--- src/rtl/sram_seq_pkg.sv ---
// Shared types and helpers for the banked SRAM sequencer.
// Assumes all timing values are positive integers.
package sram_seq_pkg;

    typedef enum logic [2:0] {
        ST_IDLE,
        ST_WSETUP,
        ST_WPULSE,
        ST_WHOLD,
        ST_RTURN,
        ST_RACCESS
    } seq_state_t;

    // Whole clock periods covering a time in picoseconds (rounded up).
    function automatic int cycles_for(input int span_ps, input int clk_ps);
        return (span_ps + clk_ps - 1) / clk_ps;
    endfunction

    // Largest of four counts, used to size the phase counter.
    function automatic int max_of4(input int a, input int b, input int c, input int d);
        int m;
        m = a;
        if (b > m) m = b;
        if (c > m) m = c;
        if (d > m) m = d;
        return m;
    endfunction

endpackage

--- src/rtl/sram_seq_timer.sv ---
// Down-counter that times one sequencer phase.
// It loads a value when a phase is entered and counts down to zero.
// Assumes the loaded value is the phase length minus one.
module sram_seq_timer #(
    parameter int CNT_W = 5
) (
    input  logic             clk,
    input  logic             rst_n,
    input  logic             load,
    input  logic [CNT_W-1:0] load_val,
    output logic             expired
);
    logic [CNT_W-1:0] cnt_q;

    // Load on phase entry, otherwise count down until zero.
    always_ff @(posedge clk) begin
        if (!rst_n)
            cnt_q <= '0;
        else if (load)
            cnt_q <= load_val;
        else if (cnt_q != '0)
            cnt_q <= cnt_q - 1'b1;
    end

    assign expired = (cnt_q == '0);
endmodule

--- src/rtl/sram_seq_fsm.sv ---
// Phase sequencer for the SRAM bus. It sets the order of the phases and
// registers the strobes from the next state, so every edge leaves a flop.
// Assumes all phase counts are at least one.
module sram_seq_fsm
    import sram_seq_pkg::*;
#(
    parameter int SETUP_CYC = 1,
    parameter int PULSE_CYC = 17,
    parameter int HOLD_CYC  = 1,
    parameter int RD_CYC    = 18,
    parameter int CNT_W     = 5
) (
    input  logic             clk,
    input  logic             rst_n,
    input  logic             req_fire,
    input  logic             req_write,
    input  logic             expired,
    output logic             tmr_load,
    output logic [CNT_W-1:0] tmr_val,
    output logic             idle,
    output logic             capture,
    output logic             sel_n,
    output logic             wr_n,
    output logic             rd_n,
    output logic             drive
);
    localparam logic [CNT_W-1:0] SETUP_LD = CNT_W'(SETUP_CYC - 1);
    localparam logic [CNT_W-1:0] PULSE_LD = CNT_W'(PULSE_CYC - 1);
    localparam logic [CNT_W-1:0] HOLD_LD  = CNT_W'(HOLD_CYC - 1);
    localparam logic [CNT_W-1:0] RD_LD    = CNT_W'(RD_CYC - 1);

    seq_state_t state_q, state_d;

    // Next-phase choice and timer reload on every phase change.
    always_comb begin
        state_d  = state_q;
        tmr_load = 1'b0;
        tmr_val  = '0;
        unique case (state_q)
            ST_IDLE: if (req_fire) begin
                tmr_load = 1'b1;
                if (req_write) begin
                    state_d = ST_WSETUP;
                    tmr_val = SETUP_LD;
                end else begin
                    state_d = ST_RTURN;
                    tmr_val = '0;
                end
            end
            ST_WSETUP: if (expired) begin
                state_d  = ST_WPULSE;
                tmr_load = 1'b1;
                tmr_val  = PULSE_LD;
            end
            ST_WPULSE: if (expired) begin
                state_d  = ST_WHOLD;
                tmr_load = 1'b1;
                tmr_val  = HOLD_LD;
            end
            ST_WHOLD: if (expired) state_d = ST_IDLE;
            ST_RTURN: begin
                state_d  = ST_RACCESS;
                tmr_load = 1'b1;
                tmr_val  = RD_LD;
            end
            ST_RACCESS: if (expired) state_d = ST_IDLE;
            default: state_d = ST_IDLE;
        endcase
    end

    // Phase register.
    always_ff @(posedge clk) begin
        if (!rst_n) state_q <= ST_IDLE;
        else        state_q <= state_d;
    end

    // Strobes registered from the next phase, all inactive in reset.
    always_ff @(posedge clk) begin
        if (!rst_n) begin
            sel_n <= 1'b1;
            wr_n  <= 1'b1;
            rd_n  <= 1'b1;
            drive <= 1'b0;
        end else begin
            sel_n <= (state_d == ST_IDLE);
            wr_n  <= (state_d != ST_WPULSE);
            rd_n  <= (state_d != ST_RACCESS);
            drive <= (state_d == ST_WSETUP) || (state_d == ST_WPULSE) ||
                     (state_d == ST_WHOLD);
        end
    end

    assign idle    = (state_q == ST_IDLE);
    assign capture = (state_q == ST_RACCESS) && expired;
endmodule

--- src/rtl/sram_seq_rdcap.sv ---
// Read-return stage: samples the incoming bus when told to and presents
// the byte for one cycle with a valid pulse.
// Assumes the capture strobe is high only on the last access cycle.
module sram_seq_rdcap #(
    parameter int DATA_W = 8
) (
    input  logic              clk,
    input  logic              rst_n,
    input  logic              capture,
    input  logic [DATA_W-1:0] dq_in,
    output logic              rsp_valid,
    output logic [DATA_W-1:0] rsp_rdata
);
    // Sample the bus and raise the valid pulse for one cycle.
    always_ff @(posedge clk) begin
        if (!rst_n) begin
            rsp_valid <= 1'b0;
            rsp_rdata <= '0;
        end else begin
            rsp_valid <= capture;
            if (capture) rsp_rdata <= dq_in;
        end
    end
endmodule

--- src/rtl/sram_seq_ctrl.sv ---
// Top of the banked SRAM sequencer. It accepts one request at a time,
// latches its address and data, and has the phase sequencer run the
// memory cycle. The address is passed through whole so that the module's
// decoder can pick the bank from the top bits.
// Assumes the memory drives mem_dq_in only while it is read.
module sram_seq_ctrl
    import sram_seq_pkg::*;
#(
    parameter int ADDR_W    = 21,
    parameter int DATA_W    = 8,
    parameter int CLK_PS    = 4000,
    parameter int T_RC_PS   = 70000,
    parameter int T_WP_PS   = 65000,
    parameter int SETUP_CYC = 1,
    parameter int PULSE_CYC = cycles_for(T_WP_PS, CLK_PS),
    parameter int HOLD_CYC  = 1,
    parameter int RD_CYC    = cycles_for(T_RC_PS, CLK_PS)
) (
    input  logic              clk,
    input  logic              rst_n,
    input  logic              req_valid,
    output logic              req_ready,
    input  logic              req_write,
    input  logic [ADDR_W-1:0] req_addr,
    input  logic [DATA_W-1:0] req_wdata,
    output logic              rsp_valid,
    output logic [DATA_W-1:0] rsp_rdata,
    output logic [ADDR_W-1:0] mem_addr,
    output logic              mem_sel_n,
    output logic              mem_wr_n,
    output logic              mem_rd_n,
    output logic [DATA_W-1:0] mem_dq_out,
    output logic              mem_dq_drive,
    input  logic [DATA_W-1:0] mem_dq_in
);
    localparam int MAX_CYC = max_of4(SETUP_CYC, PULSE_CYC, HOLD_CYC, RD_CYC);
    localparam int CNT_W   = $clog2(MAX_CYC + 1);

    logic             idle, req_fire, tmr_load, expired, capture;
    logic [CNT_W-1:0] tmr_val;
    logic [ADDR_W-1:0] addr_q;
    logic [DATA_W-1:0] wdata_q;

    assign req_ready = idle;
    assign req_fire  = req_valid && idle;

    // Latch the request so the bus holds steady for the whole cycle.
    always_ff @(posedge clk) begin
        if (!rst_n) begin
            addr_q  <= '0;
            wdata_q <= '0;
        end else if (req_fire) begin
            addr_q  <= req_addr;
            wdata_q <= req_wdata;
        end
    end

    assign mem_addr   = addr_q;
    assign mem_dq_out = wdata_q;

    sram_seq_timer #(.CNT_W(CNT_W)) u_timer (
        .clk      (clk),
        .rst_n    (rst_n),
        .load     (tmr_load),
        .load_val (tmr_val),
        .expired  (expired)
    );

    sram_seq_fsm #(
        .SETUP_CYC (SETUP_CYC),
        .PULSE_CYC (PULSE_CYC),
        .HOLD_CYC  (HOLD_CYC),
        .RD_CYC    (RD_CYC),
        .CNT_W     (CNT_W)
    ) u_fsm (
        .clk       (clk),
        .rst_n     (rst_n),
        .req_fire  (req_fire),
        .req_write (req_write),
        .expired   (expired),
        .tmr_load  (tmr_load),
        .tmr_val   (tmr_val),
        .idle      (idle),
        .capture   (capture),
        .sel_n     (mem_sel_n),
        .wr_n      (mem_wr_n),
        .rd_n      (mem_rd_n),
        .drive     (mem_dq_drive)
    );

    sram_seq_rdcap #(.DATA_W(DATA_W)) u_rdcap (
        .clk       (clk),
        .rst_n     (rst_n),
        .capture   (capture),
        .dq_in     (mem_dq_in),
        .rsp_valid (rsp_valid),
        .rsp_rdata (rsp_rdata)
    );
endmodule

--- config.mk ---
export PLATFORM = sky130hd
export DESIGN_NAME = sram_seq_ctrl
export DESIGN_NICKNAME = d
export VERILOG_FILES = /design/src/rtl/sram_seq_pkg.sv /design/src/rtl/sram_seq_timer.sv /design/src/rtl/sram_seq_fsm.sv /design/src/rtl/sram_seq_rdcap.sv /design/src/rtl/sram_seq_ctrl.sv
export SDC_FILE = /design/constraint.sdc
export NUM_CORES = 1
export LEC_CHECK = 0
export ABC_AREA = 1
export BUFFER_PORTS_ARGS = -buffer_cell sky130_fd_sc_hd__buf_2
export CORE_MARGIN = 3
export CORE_UTILIZATION = 50
export DETAILED_ROUTE_END_ITERATION = 10
export PLACE_DENSITY = 0.81
export SYNTH_ARGS = -nofsm -noshare
export SYNTH_HDL_FRONTEND = slang
export SYNTH_SLANG_ARGS = --single-unit
--- constraint.sdc ---
create_clock -name clk -period 2.61 [get_ports clk]
set_input_delay 0.3915 -clock clk [delete_from_list [all_inputs] [get_ports clk]]
set_output_delay 0.3915 -clock clk [all_outputs]
set_load 0.05 [all_outputs]
==> impl_metrics.tcl, run 1 <==
set metrics [dict create \
    status "completed" \
    path_max_fanout 10 \
    die_h_um 68.4 \
    slowest_stage "dfxtp_1" \
    crit_arrival_ps 1870 \
    antenna_found_initial 0 \
    ant_nets 0 \
    drive_gt1_frac 0.291 \
    synth_top_family_by_area "simple AND/OR/NAND/NOR gates" \
    cap_violations 0 \
    avgSynthCellArea_um2 7.44 \
    rsz0062_at_grt "no" \
    max_slew_margin 0.569 \
    power_mw 3.08 \
    ys_seq_area_frac 0.514 \
    max_clock_freq_mhz 607 \
    final_common_cell "nor2_1" \
    cts-htree-levels 2 \
    multi_input_area_um2 816 \
    setup_viol 0 \
    grt_remaining_overflow 0 \
    synth_nets 305 \
    met3_length_um 323 \
    max_slew.worst_pin.slew_ps 646 \
    p_leak_nw 1.30 \
    vias_per_cell 4.72 \
    critPathBufInv 2 \
    cpMostUsedCell "nor2_1" \
    antenna_cells 0 \
    dp_hpwl_um 3100 \
    wl_met2_um 1940 \
    fill_cells 352 \
    fp.dieW_um 68.4 \
    cts_max_path_buffers 2 \
    synth_cells 262 \
    core_um2 3720 \
    critPathCaptureType "register" \
    drt-met1-wl_um 2070 \
    port_buffers 83 \
    grt_pass1_wl_um 6910 \
    io_pins 84 \
    synth.distinct_cells 23 \
    synthXorXnorAreaFrac 0.00899 \
    synth-adder-area-share 0.0128 \
    fin_ws_ps 964 \
    hp-class "in2reg" \
    period_minus_slack_ps 1650 \
    drt_iter0_markers 99 \
    clock_latency_ps 290 \
    critPathRequiredTime_ps 2830 \
    start_util 0.524 \
    cts_root_buf "clkbuf_8" \
    gr-usage-all-layers 0.192 \
    rows 22 \
    postCtsHoldBufs 0 \
    netlist_area_um2 1950 \
    ff_latch_area_um2 1000 \
    post_cts_buffers 0 \
    pre_cts_ws_ps 998 \
    ys_ff_latch 50 \
    crit-reg2reg-launch "u_timer.cnt_q[0]" \
    drv_slew 0 \
    firstDrtPassIters 4 \
    hold_ws_ps 317 \
    min_period_over_period 0.631 \
    top_layer "met4" \
    grt_pass1_vias 1666 \
    gp_congestion 0.960 \
    wl_per_cell_um 11.1 \
    cts_sinks 50 \
    fin_nets 386 \
    crit_path_cell_trace "inv_1, ha_1, nand2_1, nor2_2, nand4_2, inv_2, nor2_1, nor2_1" \
    yosysWarnings 0 \
    startpoint "u_timer.cnt_q[0]" \
    dieArea_um2 4680 \
    grt_max_degree 44 \
    via_count 1849 \
    peakVddDrop_v 0.000720 \
    hold_viol 0 \
    cpPeakStageDelay_ps 320 \
    cts_buffers 5 \
    power_density_nw_per_um2 1250 \
    yosys.area_share.simple 0.290 \
    synth_compound_area_frac 0.107 \
    start_kind "register" \
    fin_setup_tns_ps 0 \
    cts_tree "done" \
    clk_pin_slew_ps 90 \
    hold_start "req_wdata[5]" \
    fin_skew_ps 5.66 \
    crit_family "simple AND/OR/NAND/NOR gates" \
    synth_mux_area_frac 0 \
    totalWireLength_um 4340 \
    drc_errors 0 \
    critical_path_class "reg2reg" \
    area_growth_pct 26.2 \
    final_cell_mix "88 x nor2_1, 83 x buf_2, 50 x dfxtp_1" \
    cts_resized 0 \
]
[synthesized netlist by cell type, drive strengths merged]
library cell,instances,area (um2)
a21boi,1,7.51
a21oi,2,10.0
and2,1,6.26
buf,6,48.8
clkbuf,4,15.0
clkinv,1,3.75
dfxtp,50,1000
ha,2,25.0
inv,17,63.8
nand2,37,141
nand3,6,30.0
nand4,2,18.8
nor2,91,359
nor3,2,10.0
o21ai,38,190
xnor2,1,8.76
xor2,1,8.76
[layout make-up]
cell class | count | area share
flip-flops and latches | 50 | 0.407
multi-input cells | 184 | 0.332
repair buffers | 84 | 0.172
clock buffers | 7 | 0.0351
inverters | 18 | 0.0275
well taps | 48 | 0.0244
clock inverters | 1 | 0.00204
[registers in the layout, summed over array words and instances (netlist names)]
| name | cells |
|---|---|
| u_fsm.wr_n | 1 |
| mem_dq_out | 8 |
| u_fsm.rd_n | 1 |
| u_fsm.drive | 1 |
| u_rdcap.rsp_rdata | 8 |
| mem_addr | 21 |
| u_timer.cnt_q | 5 |
| u_fsm.sel_n | 1 |
| u_rdcap.rsp_valid | 1 |
| u_fsm.state_q | 3 |
[metrics by stage]
step | util | cells | cell area [um2]
after floorplan | - | 262 | 1950
after global placement | 0.637 | 384 | 2370
after detailed placement | 0.637 | 384 | 2370
after CTS | 0.662 | 392 | 2460
after global routing | 0.662 | 392 | 2460
final | 0.662 | 392 | 2460
[cell families (layout without fill, tap and decap cells)]
group / count (synthesis) / in the layout
AO/OA/AOI/OAI: 41 / 41
XOR/XNOR: 2 / 2
adder cells (fa/ha/maj): 2 / 2
buffers and inverters: 28 / 110
flip-flops: 50 / 50
AND/OR/NAND/NOR: 139 / 139
[final timing paths]
check             cells past startpoint                   end  slack [ps]
hold reg to reg                       2  u_rdcap.rsp_rdata[6]         490
setup / recovery                      8  u_rdcap.rsp_rdata[3]         960
hold / removal                        3         mem_dq_out[5]         320
setup reg to reg                      8  u_rdcap.rsp_rdata[3]         960
[per-layer routing]
metal,vias to the layer above,global-route usage
li1,976,-
met1,812,0.239
met2,59,0.319
met3,2,0.0640
met4,0,0.0397
met5,-,0
[power by group]
group          leakage, nW  internal, mW  switching, mW
clock               0.0482         0.214          0.231
combinational        0.842         0.390           1.16
sequential           0.411         0.964          0.114
[worst min-delay path: cells and delay by family]
kind	cells	cell delay, ps
buffers and inverters	1	70
AND/OR/NAND/NOR	2	110
No activity file was read; power rests on OpenSTA's default activity.
==> run 2: changes to the inputs <==
--- a/config.mk
+++ b/config.mk
@@ -5,12 +5,12 @@
 export SDC_FILE = /design/constraint.sdc
 export NUM_CORES = 1
 export LEC_CHECK = 0
-export ABC_AREA = 1
+export ABC_AREA = 0
 export BUFFER_PORTS_ARGS = -buffer_cell sky130_fd_sc_hd__buf_2
 export CORE_MARGIN = 3
-export CORE_UTILIZATION = 50
+export CORE_UTILIZATION = 47
 export DETAILED_ROUTE_END_ITERATION = 10
-export PLACE_DENSITY = 0.81
+export PLACE_DENSITY = 0.77
 export SYNTH_ARGS = -nofsm -noshare
 export SYNTH_HDL_FRONTEND = slang
 export SYNTH_SLANG_ARGS = --single-unit
==> constraint.sdc (replaced) <==
create_clock -name clk -period 1.6 [get_ports clk]
set_input_delay 0.24 -clock clk [delete_from_list [all_inputs] [get_ports clk]]
set_output_delay 0.24 -clock clk [all_outputs]
set_load 0.05 [all_outputs]
==> impl_metrics.tcl, run 2 <==
set metrics [dict create \
    fin_nets 381 \
    totalWireLength_um 5190 \
    cts_sinks 50 \
    hold_start "req_wdata[1]" \
    critPathCaptureType "register" \
    fin_ws_ps -149 \
    power_density_nw_per_um2 1930 \
    cap_violations 0 \
    hold_ws_ps 170 \
    antenna_cells 0 \
    ys_seq_area_frac 0.506 \
    cts_tree "done" \
    largest_reg_flops 21 \
    fp.dieW_um 70.9 \
    design_area_um2 2780 \
    holdPathEnd "mem_dq_out[1]" \
    regToRegEndpoint "u_fsm.rd_n" \
    async_flop_share 0 \
    ys_ff_latch 50 \
    ant_nets 0 \
    clock_latency_ps 290 \
    vias_per_cell 5.10 \
    cts_root_buf "clkbuf_8" \
    ff_latch_area_um2 1000 \
    hp-class "in2reg" \
    postCtsHoldBufs 0 \
    grtUsageMet1 0.268 \
    synth_nets 283 \
    grt_pass1_wl_um 8260 \
    path_max_fanout 8 \
    cts_max_path_buffers 2 \
    rsz0062_at_grt "yes" \
    fill_cells 305 \
    p_int_mw 2.93 \
    p_sw_mw 2.42 \
    min_period_over_period 1.09 \
    power.share.combinational 0.566 \
    avgSynthCellArea_um2 8.25 \
    critPathRequiredTime_ps 1780 \
    port_buffers 83 \
    clockPowerShare 0.131 \
    switching_share 0.453 \
    status "finished with violations" \
    multi_input_area_um2 968 \
    grt_remaining_overflow 0 \
    dieArea_um2 5030 \
    fin_setup_tns_ps -1470 \
    rows 22 \
    drt_iter0_markers 107 \
    grt_use_met2 0.330 \
    start_util 0.514 \
    core_um2 3850 \
    crit-reg2reg-launch "u_timer.cnt_q[1]" \
    synth_edf_count 0 \
    synth_common_cells "66 x nand2_1, 50 x dfxtp_1, 33 x a21oi_1, 15 x nor2_1, 12 x clkbuf_1" \
    drc_errors 0 \
    clk_pin_slew_ps 90 \
    grt_pass1_vias 1721 \
    max_slew.worst_pin.slew_ps 371 \
    netlist.area_leader.share 0.506 \
    drive_gt1_frac 0.389 \
    final_util 0.720 \
    grt_max_degree 30 \
    r2r_slack_ps -150 \
    synth_ff_type "dfxtp_1" \
    startpoint "u_timer.cnt_q[1]" \
    netlist_area_um2 1980 \
    hold_viol 0 \
    via_count 1972 \
    use_met3 0.0668 \
    crit_arrival_ps 1930 \
    area_growth_pct 40.3 \
    die_h_um 70.9 \
    cts_buffers 5 \
    final_cell_mix "82 x buf_2, 65 x nand2_1, 47 x dfxtp_1" \
    period_minus_slack_ps 1750 \
    synth_cells 240 \
    final_common_cell "buf_2" \
    placed_cell_area_um2 2610 \
    fin_skew_ps 4.49 \
    max_clock_freq_mhz 572 \
    yosysWarnings 0 \
    min_path_cells 3 \
    dp_hpwl_um 3550 \
    critical_path_class "reg2reg" \
    start_kind "register" \
    power.share.sequential 0.303 \
    drv_slew 0 \
    cts-htree-levels 2 \
    p_leak_nw 1.27 \
    yosys-top-cells-area "dfxtp_1 51%, nand2_1 13%, a21oi_1 8.3%" \
    antenna_found_initial 0 \
    wl_per_cell_um 13.4 \
    setup_viol 15 \
    gp_congestion 0.819 \
    gr-usage-all-layers 0.204 \
    post-synth-top-count-cell "nand2_1" \
    violations "negative setup slack" \
    max_slew_margin 0.752 \
    peakVddDrop_v 0.00114 \
    io_pins 84 \
    synth.distinct_cells 34 \
    synth.largest_area_cell "dfxtp_1" \
    ff2ff_path_depth 7 \
    firstDrtPassIters 4 \
    grt_busiest_layer "met2" \
]
## run 2: cell types whose count changed after synthesis, sizes merged, moves of 8 or more
cell    change
a21oi      +31
clkbuf      +8
inv        -10
mux2i       +8
nand2      +29
nor2       -76
o21ai      -32
## run 2: logic make-up (layout without fill, tap and decap cells)
logic type | Yosys count | count (layout) | synth area share
DFF | 50 | 50 | 0.506
xor gates and xnor gates | 4 | 4 | 0.0177
AOI/OAI and AO/OA | 53 | 53 | 0.153
and+or+nand+nor | 99 | 100 | 0.219
muxes | 8 | 8 | 0.0405
adders and majority gates | 3 | 3 | 0.0177
buffers and inverters | 23 | 121 | 0.0461
## run 2: worst max path at each step
stage                            to  slack [ps]  cells past startpoint
6_report                 u_fsm.rd_n        -150                      7
5_1_grt                  u_fsm.rd_n        -210                      7
4_1_cts                  u_fsm.rd_n        -130                      7
3_5_place_dp             u_fsm.rd_n        -150                      7
3_3_place_gp             u_fsm.rd_n         -80                      7
2_1_floorplan  u_rdcap.rsp_rdata[0]        -130                      6
## run 2: metrics by stage
step	worst slack (ps)	total power, mW	instances
finish	-149	5.36	387
global route	-210	5.70	387
CTS	-131	5.23	386
detailed placement	-151	4.39	375
global placement	-77.2	4.33	375
floorplan	-134	3.66	240
## run 2: cell type report
type	instances	area share
well taps	48	0.0216
repair buffers	106	0.227
clock buffers	6	0.0261
multi-input cells	168	0.349
flip-flops and latches	50	0.362
inverters	7	0.00946
clock inverters	2	0.00496
## run 2: critical path, stage by stage, from the launching register on
cell	delay, ps
dfxtp_2	330
inv_2	80
ha_4	130
or4b_4	490
buf_12	170
a21oi_4	120
o221ai_2	100
or2_1	220
## run 2: power by group through the flow
stage                     clock (mW)  sequential [mW]  combinational (mW)
after global placement             0             1.64                2.70
after CTS                      0.722             1.62                2.89
after floorplan                    0             2.30                1.36
final                          0.700             1.62                3.03
after detailed placement           0             1.64                2.75
after global routing           0.792             1.65                3.25
## run 2: metal layers
layer	share of wire	routed length (um)
met1	0.43	2250
met2	0.48	2500
met3	0.077	401
met4	0.0081	42
met5	0	0
## run 2: repair_timing
item	in CTS	in global routing
setup endpoints to repair	15	25
pin swaps	0	4
gates resized for setup	5	9
buffers inserted	3	0
cloned	0	1
